File: src/rtl/burst_seq_pkg.sv
package burst_seq_pkg;
  localparam int unsigned BURST_MAX = 8;
  localparam int unsigned OFS_W     = $clog2(BURST_MAX);

  typedef enum logic {BL_FOUR = 1'b0, BL_EIGHT = 1'b1} blen_e;
  typedef enum logic {ORD_SEQ = 1'b0, ORD_XOR  = 1'b1} btype_e;

  typedef struct packed {
    blen_e              blen;
    btype_e             btype;
    logic [OFS_W-1:0]   ofs;
  } burst_cfg_t;
endpackage

File: src/rtl/burst_seq_rst_sync.sv
module burst_seq_rst_sync #(
  parameter int unsigned STAGES = 2
) (
  input  logic clk,
  input  logic rst_n,
  output logic rst_sync_n
);
  logic [STAGES-1:0] sh_q;

  always_ff @(posedge clk or negedge rst_n) begin
    if (!rst_n) sh_q <= '0;
    else        sh_q <= {sh_q[STAGES-2:0], 1'b1};
  end

  assign rst_sync_n = sh_q[STAGES-1];
endmodule

File: src/rtl/burst_seq_ctrl.sv
module burst_seq_ctrl
  import burst_seq_pkg::*;
#(
  parameter int unsigned UP_W = 7
) (
  input  logic             clk,
  input  logic             rst_n,
  input  logic             start_i,
  input  burst_cfg_t       cfg_i,
  input  logic [UP_W-1:0]  upper_i,
  output logic             active_o,
  output logic             last_o,
  output logic [OFS_W-1:0] beat_o,
  output burst_cfg_t       cfg_o,
  output logic [UP_W-1:0]  upper_o
);
  localparam logic [OFS_W-1:0] LAST4 = OFS_W'(BURST_MAX/2 - 1);
  localparam logic [OFS_W-1:0] LAST8 = OFS_W'(BURST_MAX - 1);

  logic             active_q, active_d;
  logic [OFS_W-1:0] beat_q, beat_d;
  burst_cfg_t       cfg_q;
  logic [UP_W-1:0]  upper_q;
  logic             accept, cap_en, at_last;
  logic [OFS_W-1:0] last_idx;

  always_comb begin
    last_idx = (cfg_q.blen == BL_EIGHT) ? LAST8 : LAST4;
    at_last  = active_q && (beat_q == last_idx);
    accept   = start_i && !active_q;
    cap_en   = 1'b0;
    active_d = active_q;
    beat_d   = beat_q;
    if (accept) begin
      cap_en   = 1'b1;
      active_d = 1'b1;
      beat_d   = '0;
    end else if (at_last) begin
      active_d = 1'b0;
      beat_d   = '0;
    end else if (active_q) begin
      beat_d   = beat_q + 1'b1;
    end
  end

  always_ff @(posedge clk or negedge rst_n) begin
    if (!rst_n) begin
      active_q <= 1'b0;
      beat_q   <= '0;
    end else begin
      active_q <= active_d;
      beat_q   <= beat_d;
    end
  end

  always_ff @(posedge clk) begin
    if (cap_en) begin
      cfg_q   <= cfg_i;
      upper_q <= upper_i;
    end
  end

  assign active_o = active_q;
  assign last_o   = at_last;
  assign beat_o   = beat_q;
  assign cfg_o    = cfg_q;
  assign upper_o  = upper_q;


  idle_after_last_chk: assert property (@(posedge clk) disable iff (!rst_n)
    last_o |=> !active_o);


  start_take_chk: assert property (@(posedge clk) disable iff (!rst_n)
    (start_i && !active_o) |=> (active_o && beat_o == '0));


  hold_mid_burst_chk: assert property (@(posedge clk) disable iff (!rst_n)
    (active_o && !last_o) |=> (active_o && beat_o == OFS_W'($past(beat_o) + 1'b1)
                               && $stable(cfg_o) && $stable(upper_o)));


  short_span_chk: assert property (@(posedge clk) disable iff (!rst_n)
    (active_o && cfg_o.blen == BL_FOUR) |-> !beat_o[OFS_W-1]);
endmodule

File: src/rtl/burst_seq_order.sv
module burst_seq_order
  import burst_seq_pkg::*;
(
  input  burst_cfg_t       cfg_i,
  input  logic [OFS_W-1:0] beat_i,
  output logic [OFS_W-1:0] ofs_o
);
  localparam int unsigned LO_W = OFS_W - 1;

  logic [LO_W-1:0] lo_seq, lo_xor;
  logic            nib_flip;

  always_comb begin
    lo_seq   = cfg_i.ofs[LO_W-1:0] + beat_i[LO_W-1:0];
    nib_flip = (cfg_i.blen == BL_EIGHT) & beat_i[OFS_W-1];
  end

  for (genvar i = 0; i < LO_W; i++) begin : g_xor
    assign lo_xor[i] = cfg_i.ofs[i] ^ beat_i[i];
  end

  always_comb begin
    ofs_o[OFS_W-1]  = cfg_i.ofs[OFS_W-1] ^ nib_flip;
    ofs_o[LO_W-1:0] = (cfg_i.btype == ORD_XOR) ? lo_xor : lo_seq;
  end
endmodule

File: src/rtl/burst_col_seq.sv
module burst_col_seq
  import burst_seq_pkg::*;
#(
  parameter int unsigned COL_W = 10
) (
  input  logic             clk,
  input  logic             rst_n,
  input  logic             start_i,
  input  logic [COL_W-1:0] col_i,
  input  logic             bl8_i,
  input  logic             intlv_i,
  output logic             vld_o,
  output logic             last_o,
  output logic [2:0]       beat_o,
  output logic [COL_W-1:0] col_o
);
  localparam int unsigned UP_W = COL_W - OFS_W;

  logic             rst_q_n;
  burst_cfg_t       req_cfg, cur_cfg;
  logic [UP_W-1:0]  upper_q;
  logic [OFS_W-1:0] beat;
  logic [OFS_W-1:0] ofs;
  logic             active, last_beat;

  assign req_cfg = '{blen: blen_e'(bl8_i), btype: btype_e'(intlv_i), ofs: col_i[OFS_W-1:0]};

  burst_seq_rst_sync #(.STAGES(2)) u_rst (
    .clk        (clk),
    .rst_n      (rst_n),
    .rst_sync_n (rst_q_n)
  );

  burst_seq_ctrl #(.UP_W(UP_W)) u_ctrl (
    .clk      (clk),
    .rst_n    (rst_q_n),
    .start_i  (start_i),
    .cfg_i    (req_cfg),
    .upper_i  (col_i[COL_W-1:OFS_W]),
    .active_o (active),
    .last_o   (last_beat),
    .beat_o   (beat),
    .cfg_o    (cur_cfg),
    .upper_o  (upper_q)
  );

  burst_seq_order u_order (
    .cfg_i  (cur_cfg),
    .beat_i (beat),
    .ofs_o  (ofs)
  );

  assign vld_o  = active;
  assign last_o = last_beat;
  assign beat_o = beat;
  assign col_o  = {upper_q, ofs};


  last_has_vld_chk: assert property (@(posedge clk) disable iff (!rst_q_n)
    last_o |-> vld_o);


  a2_hold_chk: assert property (@(posedge clk) disable iff (!rst_q_n)
    (vld_o && !last_o && cur_cfg.blen == BL_FOUR) |=> (col_o[2] == $past(col_o[2])));


  nibble_flip_chk: assert property (@(posedge clk) disable iff (!rst_q_n)
    (vld_o && beat_o == 3'd3 && cur_cfg.blen == BL_EIGHT) |=> (col_o[2] != $past(col_o[2])));


  seq_step_chk: assert property (@(posedge clk) disable iff (!rst_q_n)
    (vld_o && !last_o && cur_cfg.btype == ORD_SEQ && beat_o[1:0] != 2'd3)
      |=> (col_o[1:0] == 2'($past(col_o[1:0]) + 2'd1)));


  xor_dist_chk: assert property (@(posedge clk) disable iff (!rst_q_n)
    (vld_o && !last_o && cur_cfg.btype == ORD_XOR)
      |=> ((col_o[1:0] ^ beat_o[1:0]) == ($past(col_o[1:0]) ^ $past(beat_o[1:0]))));


  upper_keep_chk: assert property (@(posedge clk) disable iff (!rst_q_n)
    (vld_o && !last_o) |=> $stable(col_o[COL_W-1:OFS_W]));
endmodule

File: config.mk
export PLATFORM = sky130hd
export DESIGN_NAME = burst_col_seq
export DESIGN_NICKNAME = d
export VERILOG_FILES = /design/src/rtl/burst_seq_pkg.sv /design/src/rtl/burst_seq_rst_sync.sv /design/src/rtl/burst_seq_ctrl.sv /design/src/rtl/burst_seq_order.sv /design/src/rtl/burst_col_seq.sv
export SDC_FILE = /design/constraint.sdc
export NUM_CORES = 1
export LEC_CHECK = 0
export BUFFER_PORTS_ARGS = -buffer_cell sky130_fd_sc_hd__buf_2
export CORE_UTILIZATION = 47
export DETAILED_ROUTE_END_ITERATION = 8
export GPL_ROUTABILITY_DRIVEN = 0
export PLACE_DENSITY = 0.8
export SLEW_MARGIN = 20
export SYNTH_ARGS = -nofsm -noshare
export SYNTH_HDL_FRONTEND = slang
export SYNTH_SLANG_ARGS = --single-unit
File: constraint.sdc
create_clock -name clk -period 3.18 [get_ports clk]
set_clock_uncertainty 0.2 [all_clocks]
set_input_delay 0.477 -clock clk [delete_from_list [all_inputs] [get_ports clk]]
set_output_delay 0.477 -clock clk [all_outputs]
set_load 0.05 [all_outputs]
==> metrics.yaml, run 1 <==
cts.sinks: 18
synth_edf_count: 12
synth_seq_cells: 18
hold_class: "primary input to flip-flop"
wire_per_inst_um: 11.8
rsz0062_at_grt: "false"
setup.worst_path.class: "flip-flop to output pin"
tns_ns: 0
setup_viol: 0
yosys_warnings: 0
finalHoldViolCount: 0
post_cts.repair.setup_buffers: 0
clk_latency_ns: 0.29
grt_start_max_net_pins: 13
cts_root_buf: "clkbuf_4"
p_leak_nw: 0.398
syn_area_um2: 668
start_util: 0.507
syn_inst: 41
grt_first_pass_wirelength_mm: 1.49
rows: 13
antenna_found_initial: 0
pre_cts_ws_ns: 1.26
period_needed_ns: 2.28
final_max_slew_viol_count: 0
instances_no_fill: 91
grt_usage: 0.154
dieArea_um2: 1580
die_h_um: 39.7
vias: 428
yosys-top-cells-area: "edfxtp_1 54%, dfrtp_1 22%, ha_1 5.6%"
vdd_drop_max_v: 0.000467
ys.flop_type: "edfxtp_1"
endpoint_kind: "output pin"
drv_cap: 0
path_clk_slew_ns: 0.10
critPathRequiredTime_ns: 2.50
yosysTopAreaCellShare: 0.539
yosysMostFrequentCell: "edfxtp_1"
crit_fanout: 4
drc: 0
post-place-cells: 85
portBuffers: 29
grt_overflow: 0
dp_hpwl_um: 751
nNetsFinal: 95
syn_to_final_growth_pct: 33.0
outcome: "finished clean"
clk_path_buf_depth: 2
fmax_ghz: 0.439
diodes: 0
io_pins: 30
syn-num-nets: 59
cts_hold_buf: 2
htreeDepth: 1
core_um2: 1320
worstPathArrival_ns: 1.60
fin_crit_sh: 0.716
synth_top_area_cell: "edfxtp_1"
ctsResizeCount: 0
cts_buffers: 3
routed_wl_mm: 1.08
avgViaCountPerCell: 4.70
grt_pass1_vias: 389
ys_types: 16
drt_pre_antenna_iters: 2
drive_gt1_frac: 0.447
whs_ns: 0.154
setup_ws_ns: 0.903
synthTopCellsByCount: "12 x edfxtp_1, 6 x dfrtp_1, 3 x ha_1, 3 x nand2_1, 3 x o21ai_0"
async_flop_share: 0.333
ys_seq_area_frac: 0.764
syn_area_per_cell_um2: 16.3
ant_nets: 0
drtIter0Drc: 2
pwr_density_cell_nw_per_um2: 971
cts_tree: "built"
fp.dieW_um: 39.7
cp-start-kind: "flip-flop"
[registers in the layout, summed over array words and instances (netlist names)]
| signal | flops |
|---|---|
| u_ctrl.upper_o | 7 |
| u_ctrl.cfg_o | 5 |
| u_ctrl.beat_o | 3 |
| u_rst.sh_q | 2 |
| u_ctrl.active_o | 1 |
[layout by cell type (no fill, tap or decap), types with 2 or more instances in the layout]
master,count
nor2b_1,2
xnor2_1,2
o21ai_0,3
ha_1,3
clkbuf_4,3
dfrtp_1,6
nand2_1,3
nor2_1,2
dlygate4sd3_1,2
buf_2,29
edfxtp_1,12
[cell families after synthesis]
kind of cell	count (synthesis)	share of synthesized area
xor+xnor	3	0.0393
buf+inv	1	0.00561
other cells	1	0.00561
flops	18	0.764
simple gates	11	0.0993
compound gates	4	0.0299
fa+ha+maj	3	0.0562
[layer usage]
layer	vias up	track usage	wire length [um]
li1	213	-	-
met1	202	0.167	453
met2	13	0.250	584
met3	0	0.0511	38
met4	0	0.103	0
met5	-	0	0
[through the flow]
stage	power (mW)	utilization	area (um2)
after detailed placement	0.725	0.632	832
after floorplan	0.644	-	668
after global placement	0.716	0.632	832
after CTS	0.867	0.674	888
after global routing	0.902	0.674	888
final	0.863	0.674	888
[critical path, cell delays in order (launching register included)]
cell     delay, ns
dfrtp_1       0.42
ha_1          0.35
nor3b_2       0.24
buf_2         0.30
[report_power, final]
group          internal, mW  switching [mW]  total [mW]
clock                0.0697          0.0679       0.138
sequential            0.299          0.0334       0.333
combinational        0.0993           0.293       0.392
[final cells by class]
class | count | area, um2
Sequential cell | 18 | 510
Fill cell | 103 | 429
Timing Repair Buffer | 31 | 165
Multi-Input combinational cell | 22 | 154
Clock buffer | 4 | 36.3
Tap cell | 15 | 18.8
Inverter | 1 | 3.75
[final timing paths]
| path | cells after the start | endpoint | slack [ns] | from |
|---|---|---|---|---|
| min in group asynchronous | 2 | u_rst.sh_q[1]$_DFF_PN0_ | 0.30 | rst_n |
| hold reg to reg | 0 | u_rst.sh_q[1]$_DFF_PN0_ | 0.17 | u_rst.sh_q[0]$_DFF_PN0_ |
| setup reg to reg | 1 | u_ctrl.upper_o[3]$_DFFE_PP_ | 1.64 | u_ctrl.active_o$_DFFE_PN0P_ |
| max in group asynchronous | 1 | u_ctrl.active_o$_DFFE_PN0P_ | 2.17 | u_rst.sh_q[1]$_DFF_PN0_ |
| hold / removal | 1 | u_ctrl.cfg_o[4]$_DFFE_PP_ | 0.15 | bl8_i |
| setup / recovery | 3 | last_o | 0.90 | u_ctrl.beat_o[2]$_DFFE_PN0P_ |
(Power assumes the default switching activity.)
==> run 2: changes to the inputs <==
--- a/config.mk
+++ b/config.mk
@@ -5,11 +5,12 @@
 export SDC_FILE = /design/constraint.sdc
 export NUM_CORES = 1
 export LEC_CHECK = 0
+export ABC_AREA = 1
 export BUFFER_PORTS_ARGS = -buffer_cell sky130_fd_sc_hd__buf_2
-export CORE_UTILIZATION = 47
+export CORE_UTILIZATION = 45
 export DETAILED_ROUTE_END_ITERATION = 8
 export GPL_ROUTABILITY_DRIVEN = 0
-export PLACE_DENSITY = 0.8
+export PLACE_DENSITY = 0.76
 export SLEW_MARGIN = 20
 export SYNTH_ARGS = -nofsm -noshare
 export SYNTH_HDL_FRONTEND = slang
==> constraint.sdc (replaced) <==
create_clock -name clk -period 2.3 [get_ports clk]
set_clock_uncertainty 0.2 [all_clocks]
set_input_delay 0.345 -clock clk [delete_from_list [all_inputs] [get_ports clk]]
set_output_delay 0.345 -clock clk [all_outputs]
set_load 0.05 [all_outputs]
==> run 2 against run 1 <==
  * Sequential cell count is the same
  * Global-route usage fell by 0.54 points
  * Non-clock buffer count unchanged
  * Power rose by 40%
  * Count of clock-buffer cells in the layout unchanged
==> metrics.yaml, run 2 <==
grt_first_pass_wirelength_mm: 1.87  # was 1.49 mm
endpoint_kind: "output pin"  # unchanged
worstPathArrival_ns: 1.45  # was 1.60 ns
cts.sinks: 18  # unchanged
grt_pass1_vias: 460  # was 389
drc: 0  # unchanged
nNetsFinal: 117  # was 95
combPwrFrac: 0.480  # was 0.455
syn_inst: 63  # was 41
wire_per_inst_um: 9.96  # was 11.8 um
ctsResizeCount: 0  # unchanged
layout_commonest_cell: "buf_2"  # unchanged
hold_class: "primary input to flip-flop"  # unchanged
critPathRequiredTime_ns: 1.75  # was 2.50 ns
r2r-end: "u_ctrl.cfg_o[4]$_DFFE_PP_"  # was u_ctrl.upper_o[3]$_DFFE_PP_
rsz0062_at_grt: "false"  # unchanged
io_pins: 30  # unchanged
portBuffers: 29  # unchanged
syn-num-nets: 81  # was 59
synthTopCellsByCount: "18 x nand2_1, 13 x inv_1, 12 x edfxtp_1"  # was 12 x edfxtp_1, 6 x dfrtp_1, 3 x ha_1, 3 x nand2_1, 3 x o21ai_0
clk_path_buf_depth: 2  # unchanged
setup.worst_path.class: "flip-flop to output pin"  # unchanged
r2r_setup_slack_ns: 0.83  # was 1.64 ns
avgViaCountPerCell: 4.46  # was 4.70
critPathSlowestCell: "dfrtp_1"  # unchanged
syn_area_um2: 719  # was 668 um2
ys.flop_type: "edfxtp_1"  # unchanged
swShare: 0.478  # was 0.457
diodes: 0  # unchanged
hold_start: "col_i[7]"  # was bl8_i
cp-start-kind: "flip-flop"  # unchanged
synth_edf_count: 12  # unchanged
vias: 508  # was 428
crit_chain: "ha_1 > inv_1 > nand2_1 > inv_1 > buf_2"  # was ha_1 > nor3b_2 > buf_2
core_um2: 1510  # was 1320 um2
fmax_ghz: 0.501
drive_gt1_frac: 0.347  # was 0.447
nFillCells: 129  # was 103
pwr_density_cell_nw_per_um2: 1290  # was 971 nW/um2
die_h_um: 42.0  # was 39.7 um
cp_slowest_stage_delay_ns: 0.42  # about the same
syn_to_final_growth_pct: 29.4  # was 33.0%
grt_usage: 0.148  # was 0.154
final_core_util: 0.618  # was 0.674
cts_root_buf: "clkbuf_4"  # unchanged
synth_seq_cells: 18  # unchanged
fin_crit_sh: 0.868
finalHoldViolCount: 0  # unchanged
path_clk_slew_ns: 0.10  # about the same
dieArea_um2: 1760  # was 1580 um2
clk_latency_ns: 0.28  # was 0.29 ns
async_flop_share: 0.333  # unchanged
routed_wl_mm: 1.14  # was 1.08 mm
ant_nets: 0  # unchanged
yosysTopAreaCellShare: 0.501  # was 0.539
yosys_warnings: 0  # unchanged
antenna_found_initial: 0  # unchanged
intPower_mw: 0.629  # was 0.468 mW
period_needed_ns: 2.00
ys_types: 12  # was 16
synth_top_area_cell: "edfxtp_1"  # unchanged
holdPathEnd: "u_ctrl.upper_o[4]$_DFFE_PP_"  # was u_ctrl.cfg_o[4]$_DFFE_PP_
final_cell_mix: "29 x buf_2, 18 x nand2_1, 13 x inv_1"  # was 29 x buf_2, 12 x edfxtp_1, 6 x dfrtp_1
tns_ns: 0  # unchanged
instances_no_fill: 114  # was 91
drv_cap: 0  # unchanged
yosysMostFrequentCell: "nand2_1"  # was edfxtp_1
dp_hpwl_um: 936  # was 751 um
crit_fanout: 4  # unchanged
drt_pre_antenna_iters: 2  # unchanged
crit_path_frequent_cell: "inv_1"
hold_depth: 1  # unchanged
drtIter0Drc: 4  # was 2
p_leak_nw: 0.492  # was 0.398 nW
cts_buffers: 3  # unchanged
setup_viol: 0  # unchanged
syn_area_per_cell_um2: 11.4  # was 16.3 um2
cts_tree: "built"  # unchanged
htreeDepth: 1  # unchanged
rows: 14  # was 13
final_max_slew_viol_count: 0  # unchanged
grt_overflow: 0  # unchanged
largest_reg_flops: 7  # unchanged
clkPwrFrac: 0.130  # was 0.160
start_util: 0.478  # was 0.507
reg2reg_depth: 3  # was 1
post-place-cells: 108  # was 85
r2r-start: "u_ctrl.active_o$_DFFE_PN0P_"  # unchanged
p_seq_frac: 0.390  # was 0.386
fp.dieW_um: 42.0  # was 39.7 um
outcome: "finished clean"  # unchanged
vdd_drop_max_v: 0.000666  # was 0.000467 V
ys_seq_area_frac: 0.710  # was 0.764
yosys-top-cells-area: "edfxtp_1 50%, dfrtp_1 21%, nand2_1 9.4%"  # was edfxtp_1 54%, dfrtp_1 22%, ha_1 5.6%
grt_start_max_net_pins: 13  # unchanged
power.net_switching_mw: 0.576  # was 0.394 mW
## run 2: worst max-delay path by stage
stage	startpoint	endpoint
floorplan	u_ctrl.beat_o[2]$_DFFE_PN0P_	col_o[2]
global placement	u_ctrl.beat_o[2]$_DFFE_PN0P_	last_o
detailed placement	u_ctrl.beat_o[0]$_DFFE_PN0P_	col_o[1]
CTS	u_ctrl.beat_o[0]$_DFFE_PN0P_	col_o[1]
global route	u_ctrl.beat_o[1]$_DFFE_PN0P_	last_o
finish	u_ctrl.beat_o[2]$_DFFE_PN0P_	last_o
## run 2: final cells by class
cell class | instances | area (um2) | area share
Inverter | 13 | 48.8 | 0.0524
Multi-Input combinational cell | 32 | 160 | 0.172
Tap cell | 16 | 20.0 | 0.0215
Clock buffer | 4 | 26.3 | 0.0282
Sequential cell | 18 | 510 | 0.548
Timing Repair Buffer | 31 | 165 | 0.177
## run 2: metal layers
layer  track usage  part of all wire
met4        0.0968            0.0079
met5             0                 0
met2         0.247              0.56
met1         0.168              0.39
met3        0.0388             0.042
## run 2: cells by family after synthesis
| logic type | share of synthesized area |
|---|---|
| flip-flops | 0.710 |
| XOR/XNOR | 0.0122 |
| AO/OA/AOI/OAI | 0.00695 |
| AND/OR/NAND/NOR | 0.146 |
| buffers and inverters | 0.0678 |
| other | 0.00521 |
| adder cells (fa/ha/maj) | 0.0522 |
## run 2: what timing repair did
action | in CTS | in global routing
hold buffers | 2 | 0
setup buffers | 0 | 0
hold endpoints to repair | 6 | 0
## run 2: worst max-delay path: cells and delay by family (launching register included)
family                   cells  cell delay [ns]
flip-flops                   1             0.42
buffers and inverters        3             0.37
adder cells (fa/ha/maj)      1             0.32
AND/OR/NAND/NOR              1             0.06
## run 2: stage by stage
step / power (mW) / setup WS (ns) / cell area, um2 / hold slack [ns]
after floorplan: 0.934 / 0.107 / 719 / -0.160
after global placement: 1.04 / 0.642 / 885 / -0.135
after detailed placement: 1.06 / 0.618 / 885 / -0.125
after CTS: 1.22 / 0.291 / 931 / 0.0158
after global routing: 1.28 / 0.160 / 931 / 0.00911
final: 1.21 / 0.304 / 931 / 0.0282
## run 2: power by group through the flow
stage / clock (mW) / sequential, mW / combinational, mW
floorplan: 0 / 0.644 / 0.290
finish: 0.157 / 0.470 / 0.578
global route: 0.175 / 0.482 / 0.624
detailed placement: 0 / 0.482 / 0.581
global placement: 0 / 0.476 / 0.568
CTS: 0.165 / 0.473 / 0.586
==> run 3: changes to the inputs <==
--- a/config.mk
+++ b/config.mk
@@ -14,4 +14,5 @@
 export SLEW_MARGIN = 20
 export SYNTH_ARGS = -nofsm -noshare
 export SYNTH_HDL_FRONTEND = slang
+export SYNTH_HIERARCHICAL = 1
 export SYNTH_SLANG_ARGS = --single-unit
==> run 3 against run 2 <==
  * Non-clock buffer count increased by 1
  * Clock power decreased by 3%
  * Synthesized area unchanged
  * Highest routed layer unchanged
==> metrics.yaml, run 3 <==
synth_top_area_cell: "edfxtp_1"  # unchanged
synth_seq_cells: 18  # unchanged
rsz0062_at_grt: "false"  # unchanged
syn_area_um2: 719  # unchanged
grt_pass1_vias: 470  # was 460
nFillCells: 127  # was 129
grt_overflow: 0  # unchanged
rows: 14  # unchanged
cp-start-kind: "flip-flop"  # unchanged
ys.flop_type: "edfxtp_1"  # unchanged
drv_cap: 0  # unchanged
pwr_density_cell_nw_per_um2: 1270  # was 1290 nW/um2
syn_area_per_cell_um2: 12.6  # was 11.4 um2
finalHoldViolCount: 0  # unchanged
layout_commonest_cell: "buf_2"  # unchanged
syn_to_final_growth_pct: 30.4  # was 29.4%
ctsResizeCount: 0  # unchanged
path_clk_slew_ns: 0.10  # about the same
worstPathArrival_ns: 1.46  # was 1.45 ns
yosys-top-cells-area: "edfxtp_1 50%, dfrtp_1 21%, nand2_1 7.3%"  # was edfxtp_1 50%, dfrtp_1 21%, nand2_1 9.4%
critPathRequiredTime_ns: 1.75  # about the same
crit_fanout: 6  # was 4
clk_path_buf_depth: 2  # unchanged
dp_hpwl_um: 854  # was 936 um
pre_cts_ws_ns: 0.640  # was 0.618 ns
drtIter0Drc: 9  # was 4
fp.dieW_um: 42.0  # unchanged
outcome: "finished clean"  # unchanged
drt_pre_antenna_iters: 5  # was 2
cts_tree: "built"  # unchanged
ant_nets: 0  # unchanged
multi_input_area_um2: 175  # was 160 um2
diodes: 0  # unchanged
final_cell_mix: "29 x buf_2, 14 x nand2_1, 12 x edfxtp_1"  # was 29 x buf_2, 18 x nand2_1, 13 x inv_1
grt_first_pass_wirelength_mm: 1.89  # was 1.87 mm
period_needed_ns: 2.00  # about the same
htreeDepth: 1  # unchanged
cts.sinks: 18  # unchanged
ys_types: 16  # was 12
routed_wl_mm: 1.13  # was 1.14 mm
dpl_cell_area_um2: 892  # was 885 um2
core_um2: 1510  # unchanged
nNetsFinal: 111  # was 117
synth_edf_count: 12  # unchanged
fin_area_um2: 938  # was 931 um2
endpoint_kind: "output pin"  # unchanged
wire_per_inst_um: 10.4  # was 9.96 um
grt_usage: 0.152  # was 0.148
cts_buffers: 3  # unchanged
yosysMostFrequentCell: "nand2_1"  # unchanged
portBuffers: 29  # unchanged
setup_ws_ns: 0.295  # was 0.304 ns
post_cts.repair.setup_buffers: 0  # unchanged
clk_latency_ns: 0.28  # about the same
cts_root_buf: "clkbuf_4"  # unchanged
dieArea_um2: 1760  # unchanged
avgViaCountPerCell: 4.79  # was 4.46
yosys_warnings: 6  # was 0
antenna_found_initial: 0  # unchanged
vias: 522  # was 508
setup.worst_path.class: "flip-flop to output pin"  # unchanged
synthTopCellsByCount: "14 x nand2_1, 12 x edfxtp_1, 8 x inv_1"  # was 18 x nand2_1, 13 x inv_1, 12 x edfxtp_1
regArea_um2: 510  # unchanged
fin_crit_sh: 0.872  # was 0.868
syn_inst: 57  # was 63
grt_start_max_net_pins: 13  # unchanged
io_pins: 30  # unchanged
syn-num-nets: 74  # was 81
fmax_ghz: 0.499  # was 0.501 GHz
vdd_drop_max_v: 0.000572  # was 0.000666 V
drive_gt1_frac: 0.419  # was 0.347
drc: 0  # unchanged
hold_class: "primary input to flip-flop"  # unchanged
die_h_um: 42.0  # unchanged
ys_seq_area_frac: 0.710  # unchanged
final_max_slew_viol_count: 0  # unchanged
tns_ns: 0  # unchanged
start_util: 0.478  # unchanged
largest_reg_flops: 7  # unchanged
setup_viol: 0  # unchanged
yosysTopAreaCellShare: 0.501  # unchanged
async_flop_share: 0.333  # unchanged
p_leak_nw: 0.448  # was 0.492 nW
## run 3: routing by layer
layer,global-route usage,part of all wire,up-vias
li1,-,-,254
met1,0.160,0.39,245
met2,0.266,0.55,21
met3,0.0388,0.046,2
met4,0.0968,0.014,0
met5,0,0,-
## run 3: logic make-up (layout without fill, tap and decap cells)
logic type      after synthesis  after routing  share of synthesized area
compound gates                2              2                     0.0226
xor+xnor                      1              1                     0.0122
fa+ha+maj                     2              2                     0.0348
buf+inv                       9             45                     0.0470
flops                        18             18                      0.710
other cells                   1              1                    0.00521
simple gates                 24             24                      0.169
## run 3: path summary, 6_finish.rpt
path	depth (start not counted)	slack (ns)	end	startpoint
max reg2reg	3	1.02	u_ctrl/beat_o[2]$_DFFE_PN0P_	u_ctrl/beat_o[0]$_DFFE_PN0P_
max in group asynchronous	1	1.30	u_ctrl/beat_o[2]$_DFFE_PN0P_	u_rst/sh_q[1]$_DFF_PN0_
min reg2reg	0	0.16	u_rst/sh_q[1]$_DFF_PN0_	u_rst/sh_q[0]$_DFF_PN0_
min in group asynchronous	2	0.15	u_rst/sh_q[0]$_DFF_PN0_	rst_n
max	4	0.30	last_o	u_ctrl/beat_o[1]$_DFFE_PN0P_
min	1	0.03	u_ctrl/upper_o[4]$_DFFE_PP_	col_i[7]
## run 3: repair_timing
| action | in CTS | in global routing |
|---|---|---|
| hold endpoints to repair | 6 | 0 |
| hold buffers | 2 | 0 |
| endpoints found under the setup margin | 0 | 0 |
## run 3: final cells by class
type                            instances  area share
Timing Repair Buffer                   32       0.184
Inverter                                9      0.0360
Tap cell                               16      0.0213
Clock buffer                            3      0.0240
Sequential cell                        18       0.544
Multi-Input combinational cell         30       0.187
Clock inverter                          1     0.00400
## run 3: stage by stage
step	hold slack (ns)	util	total power, mW	instances
after detailed placement	-0.133	0.592	1.05	103
after global placement	-0.141	0.592	1.04	103
final	0.0264	0.623	1.19	109
after CTS	0.0149	0.623	1.21	109
after floorplan	-0.160	-	0.929	57
after global routing	0.0102	0.623	1.26	109
## run 3: critical path, stage by stage, from the launching register on
cell and delay (ns):
dfrtp_1 0.44, ha_1 0.28, nand3_4 0.10, nor2_4 0.09, buf_2 0.26
## run 3: power breakdown
part / leakage [nW] / internal, mW / switching, mW / total, mW
Combinational: 0.254 / 0.153 / 0.419 / 0.572
Clock: 0.0154 / 0.0630 / 0.0896 / 0.153
Sequential: 0.179 / 0.412 / 0.0584 / 0.471
Total: 0.448 / 0.628 / 0.567 / 1.19
